<file path="config.mk">
export PLATFORM = sky130hd
export DESIGN_NAME = bank_cmd_delay
export DESIGN_NICKNAME = d
export VERILOG_FILES = /design/src/rtl/ddc_pkg.sv /design/src/rtl/ddc_rec_table.sv /design/src/rtl/ddc_gap_calc.sv /design/src/rtl/ddc_slack.sv /design/src/rtl/bank_cmd_delay.sv
export SDC_FILE = /design/constraint.sdc
export NUM_CORES = 1
export LEC_CHECK = 0
export BUFFER_PORTS_ARGS = -buffer_cell sky130_fd_sc_hd__buf_4
export CORE_ASPECT_RATIO = 1.25
export CORE_MARGIN = 3
export CORE_UTILIZATION = 45
export CTS_BUF_LIST = sky130_fd_sc_hd__clkbuf_16
export DETAILED_ROUTE_END_ITERATION = 6
export PLACE_DENSITY = 0.68
export SYNTH_ARGS = -nofsm -noshare
export SYNTH_HDL_FRONTEND = slang
export SYNTH_HIERARCHICAL = 1
export SYNTH_SLANG_ARGS = --single-unit
</file>
<file path="constraint.sdc">
create_clock -name clk -period 9.9 [get_ports clk]
set_input_delay 0.99 -clock clk [delete_from_list [all_inputs] [get_ports clk]]
set_output_delay 0.99 -clock clk [all_outputs]
set_load 0.1 [all_outputs]
</file>
<file path="src/rtl/ddc_pkg.sv">
package ddc_pkg;

  typedef enum logic [3:0] {
    CMD_NOP  = 4'd0,
    CMD_ACT  = 4'd1,
    CMD_PRE  = 4'd2,
    CMD_PREA = 4'd3,
    CMD_REF  = 4'd4,
    CMD_PDE  = 4'd5,
    CMD_RD   = 4'd6,
    CMD_RDA  = 4'd7,
    CMD_WR   = 4'd8,
    CMD_WRA  = 4'd9
  } dcmd_e;

  // Candidate codes handled by the calculator
  function automatic logic is_candidate(input logic [3:0] c);
    return (c >= 4'(CMD_ACT)) && (c <= 4'(CMD_PDE));
  endfunction

  // Codes that update a bank record on commit
  function automatic logic is_recordable(input logic [3:0] c);
    return (c >= 4'(CMD_ACT)) && (c <= 4'(CMD_WRA));
  endfunction

endpackage

</file>
<file path="src/rtl/ddc_rec_table.sv">
module ddc_rec_table
  import ddc_pkg::*;
#(
  parameter int BANKS = 8,
  parameter int BW    = $clog2(BANKS),
  parameter int CW    = 16
) (
  input  logic          clk,
  input  logic          rst_n,
  input  logic          wr_en,
  input  logic [BW-1:0] wr_bank,
  input  logic [3:0]    wr_cmd,
  input  logic [CW-1:0] wr_cyc,
  input  logic [BW-1:0] rd_bank,
  output logic          rd_hit,
  output logic [3:0]    rd_cmd,
  output logic [CW-1:0] rd_cyc
);

  logic          hit_v [BANKS];
  logic [3:0]    cmd_v [BANKS];
  logic [CW-1:0] cyc_v [BANKS];

  logic wr_ok;
  assign wr_ok = wr_en && is_recordable(wr_cmd);

  for (genvar g = 0; g < BANKS; g++) begin : g_bank
    logic          hit_q;
    logic [3:0]    cmd_q;
    logic [CW-1:0] cyc_q;
    logic          sel;

    assign sel = wr_ok && (wr_bank == BW'(g));

    always_ff @(posedge clk or negedge rst_n) begin
      if (!rst_n) begin
        hit_q <= 1'b0;
        cmd_q <= 4'(CMD_NOP);
        cyc_q <= '0;
      end else if (sel) begin
        hit_q <= 1'b1;
        cmd_q <= wr_cmd;
        cyc_q <= wr_cyc;
      end
    end

    assign hit_v[g] = hit_q;
    assign cmd_v[g] = cmd_q;
    assign cyc_v[g] = cyc_q;
  end

  always_comb begin
    rd_hit = 1'b0;
    rd_cmd = 4'(CMD_NOP);
    rd_cyc = '0;
    for (int i = 0; i < BANKS; i++) begin
      if (rd_bank == BW'(i)) begin
        rd_hit = hit_v[i];
        rd_cmd = cmd_v[i];
        rd_cyc = cyc_v[i];
      end
    end
  end

endmodule

</file>
<file path="src/rtl/ddc_gap_calc.sv">
module ddc_gap_calc
  import ddc_pkg::*;
#(
  parameter int TW = 8,
  parameter int GW = TW + 3
) (
  input  logic          prior_hit,
  input  logic [3:0]    prior_cmd,
  input  logic [3:0]    cand_cmd,
  input  logic [TW-1:0] t_wl,
  input  logic [TW-1:0] t_rl,
  input  logic [TW-1:0] t_wr,
  input  logic [TW-1:0] t_rp,
  input  logic [TW-1:0] t_rtp,
  input  logic [TW-1:0] t_rfc,
  input  logic [TW-1:0] burst_len,
  input  logic [1:0]    rate_shift,
  output logic [GW-1:0] gap
);

  function automatic logic [GW-1:0] widen(input logic [TW-1:0] v);
    return GW'(v);
  endfunction

  function automatic logic [GW-1:0] rd_burst(input logic [TW-1:0] bl, input logic [1:0] sh);
    return widen(bl) >> sh;
  endfunction

  function automatic logic [GW-1:0] wr_burst(input logic [TW-1:0] bl, input logic [1:0] sh);
    if (sh == 2'd0) return widen(bl) - GW'(1);
    return widen(bl) >> sh;
  endfunction

  logic [GW-1:0] wr_base;   // write latency + burst + recovery
  logic [GW-1:0] rd_pd;     // read latency + burst + 1
  logic [GW-1:0] rd_ap;     // read-to-precharge + row precharge

  assign wr_base = widen(t_wl) + wr_burst(burst_len, rate_shift) + widen(t_wr);
  assign rd_pd   = widen(t_rl) + rd_burst(burst_len, rate_shift) + GW'(1);
  assign rd_ap   = widen(t_rtp) + widen(t_rp);

  logic c_act, c_pre, c_prea, c_ref, c_pde;
  assign c_act  = (cand_cmd == 4'(CMD_ACT));
  assign c_pre  = (cand_cmd == 4'(CMD_PRE));
  assign c_prea = (cand_cmd == 4'(CMD_PREA));
  assign c_ref  = (cand_cmd == 4'(CMD_REF));
  assign c_pde  = (cand_cmd == 4'(CMD_PDE));

  always_comb begin
    gap = '0;
    if (prior_hit && is_candidate(cand_cmd)) begin
      case (prior_cmd)
        4'(CMD_WR): begin
          if (c_pre || c_prea || c_pde) gap = wr_base;
        end
        4'(CMD_WRA): begin
          if (c_act || c_ref || c_prea) gap = wr_base + widen(t_rp);
          else if (c_pde)               gap = wr_base + GW'(1);
        end
        4'(CMD_RD): begin
          if (c_pre || c_prea) gap = widen(t_rtp);
          else if (c_pde)      gap = rd_pd;
        end
        4'(CMD_RDA): begin
          if (c_act || c_prea || c_ref) gap = rd_ap;
          else if (c_pde)               gap = rd_pd;
        end
        4'(CMD_REF): gap = widen(t_rfc);
        default:     gap = '0;
      endcase
    end
  end

endmodule

</file>
<file path="src/rtl/ddc_slack.sv">
module ddc_slack #(
  parameter int CW = 16,
  parameter int GW = 11
) (
  input  logic [GW-1:0] gap,
  input  logic [CW-1:0] now_cycle,
  input  logic [CW-1:0] last_cycle,
  output logic [GW-1:0] delay
);

  // Modular distance, then saturating subtraction
  function automatic logic [GW-1:0] remaining(input logic [GW-1:0] g,
                                              input logic [CW-1:0] el);
    logic [CW-1:0] g_ext;
    g_ext = CW'(g);
    if (el >= g_ext) return '0;
    return GW'(g_ext - el);
  endfunction

  logic [CW-1:0] elapsed;
  assign elapsed = now_cycle - last_cycle;
  assign delay   = remaining(gap, elapsed);

endmodule

</file>
<file path="src/rtl/bank_cmd_delay.sv">
module bank_cmd_delay
  import ddc_pkg::*;
#(
  parameter int BANKS = 8,
  parameter int BW    = $clog2(BANKS),
  parameter int CW    = 16,
  parameter int TW    = 8,
  parameter int GW    = TW + 3
) (
  input  logic          clk,
  input  logic          rst_n,
  input  logic [CW-1:0] now_cycle,
  input  logic [3:0]    cand_cmd,
  input  logic [BW-1:0] cand_bank,
  input  logic          commit_en,
  input  logic [3:0]    commit_cmd,
  input  logic [BW-1:0] commit_bank,
  input  logic [TW-1:0] t_wl,
  input  logic [TW-1:0] t_rl,
  input  logic [TW-1:0] t_wr,
  input  logic [TW-1:0] t_rp,
  input  logic [TW-1:0] t_rtp,
  input  logic [TW-1:0] t_rfc,
  input  logic [TW-1:0] burst_len,
  input  logic [1:0]    rate_shift,
  output logic [GW-1:0] delay_out
);

  logic          rec_hit;
  logic [3:0]    rec_cmd;
  logic [CW-1:0] rec_cyc;
  logic [GW-1:0] gap_req;

  ddc_rec_table #(.BANKS(BANKS), .BW(BW), .CW(CW)) u_table (
    .clk     (clk),
    .rst_n   (rst_n),
    .wr_en   (commit_en),
    .wr_bank (commit_bank),
    .wr_cmd  (commit_cmd),
    .wr_cyc  (now_cycle),
    .rd_bank (cand_bank),
    .rd_hit  (rec_hit),
    .rd_cmd  (rec_cmd),
    .rd_cyc  (rec_cyc)
  );

  ddc_gap_calc #(.TW(TW), .GW(GW)) u_gap (
    .prior_hit  (rec_hit),
    .prior_cmd  (rec_cmd),
    .cand_cmd   (cand_cmd),
    .t_wl       (t_wl),
    .t_rl       (t_rl),
    .t_wr       (t_wr),
    .t_rp       (t_rp),
    .t_rtp      (t_rtp),
    .t_rfc      (t_rfc),
    .burst_len  (burst_len),
    .rate_shift (rate_shift),
    .gap        (gap_req)
  );

  ddc_slack #(.CW(CW), .GW(GW)) u_slack (
    .gap        (gap_req),
    .now_cycle  (now_cycle),
    .last_cycle (rec_cyc),
    .delay      (delay_out)
  );

endmodule

</file>
==> summary.json <==
{
  "global_routing": {
    "number_of_antenna_violations_at_the_first_check_in_global_routing": 1,
    "grt_first_pass_wirelength_um": 52200,
    "gr-usage-all-layers_pct": 21.7,
    "gr_layer_usage_met1_pct": 27.9,
    "grt_overflow_total": 0,
    "largest_net_degree_at_the_start_of_global_routing": 110,
    "met2_usage_pct": 37.2,
    "global_route.usage.met3_pct": 3.09,
    "grt_most_used_layer": "met2",
    "number_of_global_route_vias_before_repair": 10100
  },
  "power": {
    "power.density_cell_area_nw_per_um2": 186,
    "p_sw_share_pct": 35.9,
    "vdd.ir_drop.worst_mv": 0.0925,
    "p_comb_share_pct": 39.5,
    "clock_power_share_pct": 24.1,
    "pwr-share-seq_pct": 36.4,
    "internal-power_mw": 1.67,
    "p_sw_uw": 935,
    "static-leakage-power_nw": 6.10
  },
  "placed_design": {
    "dpl.hpwl_um": 23000,
    "replace_congestion": 0.960,
    "placement.io_buffers": 101,
    "detailed_place.area_sq_um": 13400
  },
  "floorplanning": {
    "io-pin-count": 102,
    "die_area_sq_um": 29600,
    "floorplan.die.width_um": 155,
    "core_sq_um": 27000,
    "initial_standard_cell_utilization_of_the_core_pct": 46.0,
    "y_dimension_of_the_die_um": 192,
    "row_count": 67
  },
  "timing": {
    "timing.final.crit_period_ns": 8.75,
    "clock-skew-final_ns": 0,
    "slew_at_the_pin_closest_to_its_max_slew_limit_ns": 1.19,
    "max_freq_ghz": 0.114,
    "grt_setup_unrepaired": "false",
    "timing_hold_violations_final": 0,
    "setup-violations-final": 0,
    "slew_headroom_pct": 20.7,
    "setup_tns_ns": 0,
    "layout_worst_path_cycle_share_pct": 88.4,
    "slew_violations": 0
  },
  "run": {
    "drv.max_cap_violation_count": 0
  },
  "worst_hold_path": {
    "worst_hold_path_type": "reg -> reg",
    "hold_path.startpoint": "u_table/g_bank[0].hit_q$_DFFE_PN0P_"
  },
  "setup_path": {
    "r2r-end": "u_table/g_bank[4].cyc_q[7]$_DFFE_PN0P_",
    "cp-startpoint": "rate_shift[0]",
    "worst_ep_arrival_time_ns": 7.76,
    "crit_path_start_kind": "input port",
    "cp_endpoint_kind": "output pin",
    "cp_data_required_time_ns": 8.91,
    "worstSetupEndpoint": "delay_out[2]",
    "crit_fanout": 14,
    "r2r_slack_ns": 9.09,
    "crit_type": "in -> out",
    "worst_r2r_path_depth": 1,
    "timing.rr.start": "u_table/g_bank[4].cyc_q[7]$_DFFE_PN0P_"
  },
  "route": {
    "firstDrtPassIters": 7,
    "num_vias": 9935,
    "drt-vias-per-instance": 5.96,
    "wl_um": 32300,
    "antenna_violating_nets_post_route": 0,
    "route.detailed.wl_per_inst_um": 19.4,
    "drc": 0,
    "dr.first_iter.drc_count": 620
  },
  "clock_tree": {
    "ctsHoldBuffers": 0,
    "cts.repair.resized": 0,
    "clock_tree.htree_level_count": 4,
    "clock-sinks": 168,
    "number_of_cts_inserted_buffers": 17,
    "clk_pin_slew_worst_paths_ns": 0.07,
    "worst_skew_pair_latency_ns": 0.43,
    "clock-root-buffer": "sky130_fd_sc_hd__clkbuf_16",
    "post_cts.repair.setup_buffers": 0,
    "tritoncts_clock_tree": "built",
    "cts_buffer_depth": 2
  },
  "synthesis": {
    "syn_inst": 1235,
    "yosysWarnings": 6,
    "postSynthAreaPerCell_sq_um": 10.0,
    "synth_async_sr_flop_share_pct": 100,
    "synth_common_cells": "168 x sky130_fd_sc_hd__dfrtp_1, 110 x sky130_fd_sc_hd__mux2_2, 84 x sky130_fd_sc_hd__nand2_1, 79 x sky130_fd_sc_hd__a21oi_1, 71 x sky130_fd_sc_hd__ha_1",
    "synth.lib_cells_used.distinct": 84,
    "synth_enable_flop_cells": 0,
    "yosys_register_bits": 168,
    "synth.largest_area_cell": "sky130_fd_sc_hd__dfrtp_1",
    "synth_most_common_cell": "sky130_fd_sc_hd__dfrtp_1",
    "post-synth-top-area-fraction_pct": 33.9,
    "total_nets_after_synthesis": 1411,
    "ys.flop_type": "sky130_fd_sc_hd__dfrtp_1",
    "post_synth_main_area_contributors": "sky130_fd_sc_hd__dfrtp_1 34%, sky130_fd_sc_hd__mux2_2 10%, sky130_fd_sc_hd__ha_1 7.2%, sky130_fd_sc_hd__mux2i_1 4.4%, sky130_fd_sc_hd__a21oi_1 3.2%",
    "synth-seq-area-share_pct": 33.9,
    "mappedNetlistArea_sq_um": 12400
  },
  "layout": {
    "final_area_sq_um": 14000,
    "finalNetCount": 1483,
    "area_growth_pct": 12.7,
    "post_route_cells_drive_above_1_share_pct": 25.1
  },
  "run_status": {
    "outcome": "finished, final reports clean"
  }
}
## metrics by stage
stage | power, mW | instances | hold WS (ns) | setup WS, ns | util [%]
final | 2.60 | 1666 | 0.466 | 1.15 | 51.8
after CTS | 2.61 | 1665 | 0.472 | 1.15 | 51.8
after detailed placement | 1.98 | 1633 | 0.453 | 1.16 | 49.7
after global routing | 2.77 | 1666 | 0.481 | 0.531 | 51.8
after floorplan | 1.71 | 1235 | 0.434 | 0.313 | -
after global placement | 1.95 | 1633 | 0.449 | 1.42 | 49.7
## cells in the final DEF (no fill, tap or decap), drive strengths merged, types with 13 or more instances in the layout
| cell | netlist | final |
|---|---|---|
| a21oi | 82 | 82 |
| a221oi | 24 | 24 |
| a22oi | 23 | 23 |
| and2 | 13 | 13 |
| buf | 29 | 122 |
| clkbuf | 40 | 17 |
| dfrtp | 168 | 168 |
| fa | 14 | 14 |
| ha | 71 | 71 |
| inv | 53 | 61 |
| mux2 | 163 | 163 |
| mux2i | 54 | 54 |
| nand2 | 84 | 84 |
| nand3 | 14 | 14 |
| nor2 | 65 | 65 |
| nor2b | 18 | 18 |
| nor3 | 18 | 18 |
| o21ai | 43 | 43 |
| o31a | 21 | 21 |
| or2 | 28 | 28 |
| xnor2 | 25 | 25 |
| xor2 | 22 | 22 |
## logic make-up after synthesis
group / Yosys count / share of synthesized area, %
simple gates: 307 / 13.2
compound gates: 289 / 15.9
mux: 217 / 19.8
flops: 168 / 33.9
buf+inv: 122 / 4.37
fa+ha+maj: 85 / 9.42
xor+xnor: 47 / 3.38
## final cells by class
class	instances	area, sq um
inverter	53	199
sequential	168	4200
multi-input combinational	945	7670
antenna	1	2.50
tap	345	432
timing repair buffer	122	920
clock inverter	15	130
clock buffer	17	425
fill	2490	13000
## critical path, stage by stage
cell and delay, ns:
sky130_fd_sc_hd__buf_4 0.17, sky130_fd_sc_hd__nor2_1 0.57, sky130_fd_sc_hd__mux2i_1 0.28, sky130_fd_sc_hd__fa_1 0.44
sky130_fd_sc_hd__ha_1 0.25, sky130_fd_sc_hd__fa_1 0.44, sky130_fd_sc_hd__a21o_1 0.24, sky130_fd_sc_hd__a221oi_1 0.40
sky130_fd_sc_hd__xnor2_2 0.20, sky130_fd_sc_hd__ha_1 0.25, sky130_fd_sc_hd__or3_1 0.35, sky130_fd_sc_hd__o21ai_0 0.13
sky130_fd_sc_hd__a21oi_1 0.10, sky130_fd_sc_hd__a211oi_1 0.22, sky130_fd_sc_hd__nor4_1 0.08, sky130_fd_sc_hd__a211oi_1 0.34
sky130_fd_sc_hd__inv_1 0.09, sky130_fd_sc_hd__ha_1 0.41, sky130_fd_sc_hd__o21ai_0 0.24, sky130_fd_sc_hd__o21bai_1 0.12
sky130_fd_sc_hd__a221oi_1 0.23, sky130_fd_sc_hd__nand4_1 0.16, sky130_fd_sc_hd__nor4_2 0.16, sky130_fd_sc_hd__nand4_1 0.14
sky130_fd_sc_hd__buf_4 0.22, sky130_fd_sc_hd__nor3_1 0.22, sky130_fd_sc_hd__buf_4 0.32
## power groups by stage
stage	sequential, mW	clock, mW	combinational (mW)
final	0.947	0.629	1.03
after detailed placement	0.958	0	1.02
after global placement	0.949	0	0.998
after floorplan	0.932	0	0.781
after CTS	0.946	0.640	1.02
after global routing	0.966	0.668	1.14
## registers in the layout, indices dropped and copies added (netlist names)
register / count
u_table/g_bank.cmd_q: 32
u_table/g_bank.cyc_q: 128
u_table/g_bank.hit_q: 8
## metal layers
metal | vias to the layer above | part of all wire, % | wire [um]
met5 | - | 0 | 0
met4 | 0 | 2.9 | 933
met3 | 58 | 4.9 | 1570
met2 | 304 | 49 | 15700
met1 | 4908 | 43 | 14000
li1 | 4665 | - | -
## worst min-delay path by stage
stage                     depth (start not counted)  slack, ns                             endpoint
final                                             1       0.47  u_table/g_bank[0].hit_q$_DFFE_PN0P_
after CTS                                         1       0.47  u_table/g_bank[0].hit_q$_DFFE_PN0P_
after global placement                            1       0.45  u_table/g_bank[4].hit_q$_DFFE_PN0P_
after detailed placement                          1       0.45  u_table/g_bank[0].hit_q$_DFFE_PN0P_
after global routing                              1       0.48  u_table/g_bank[0].hit_q$_DFFE_PN0P_
after floorplan                                   1       0.43  u_table/g_bank[0].hit_q$_DFFE_PN0P_
Note: power is estimated with default switching activity, not from simulation.
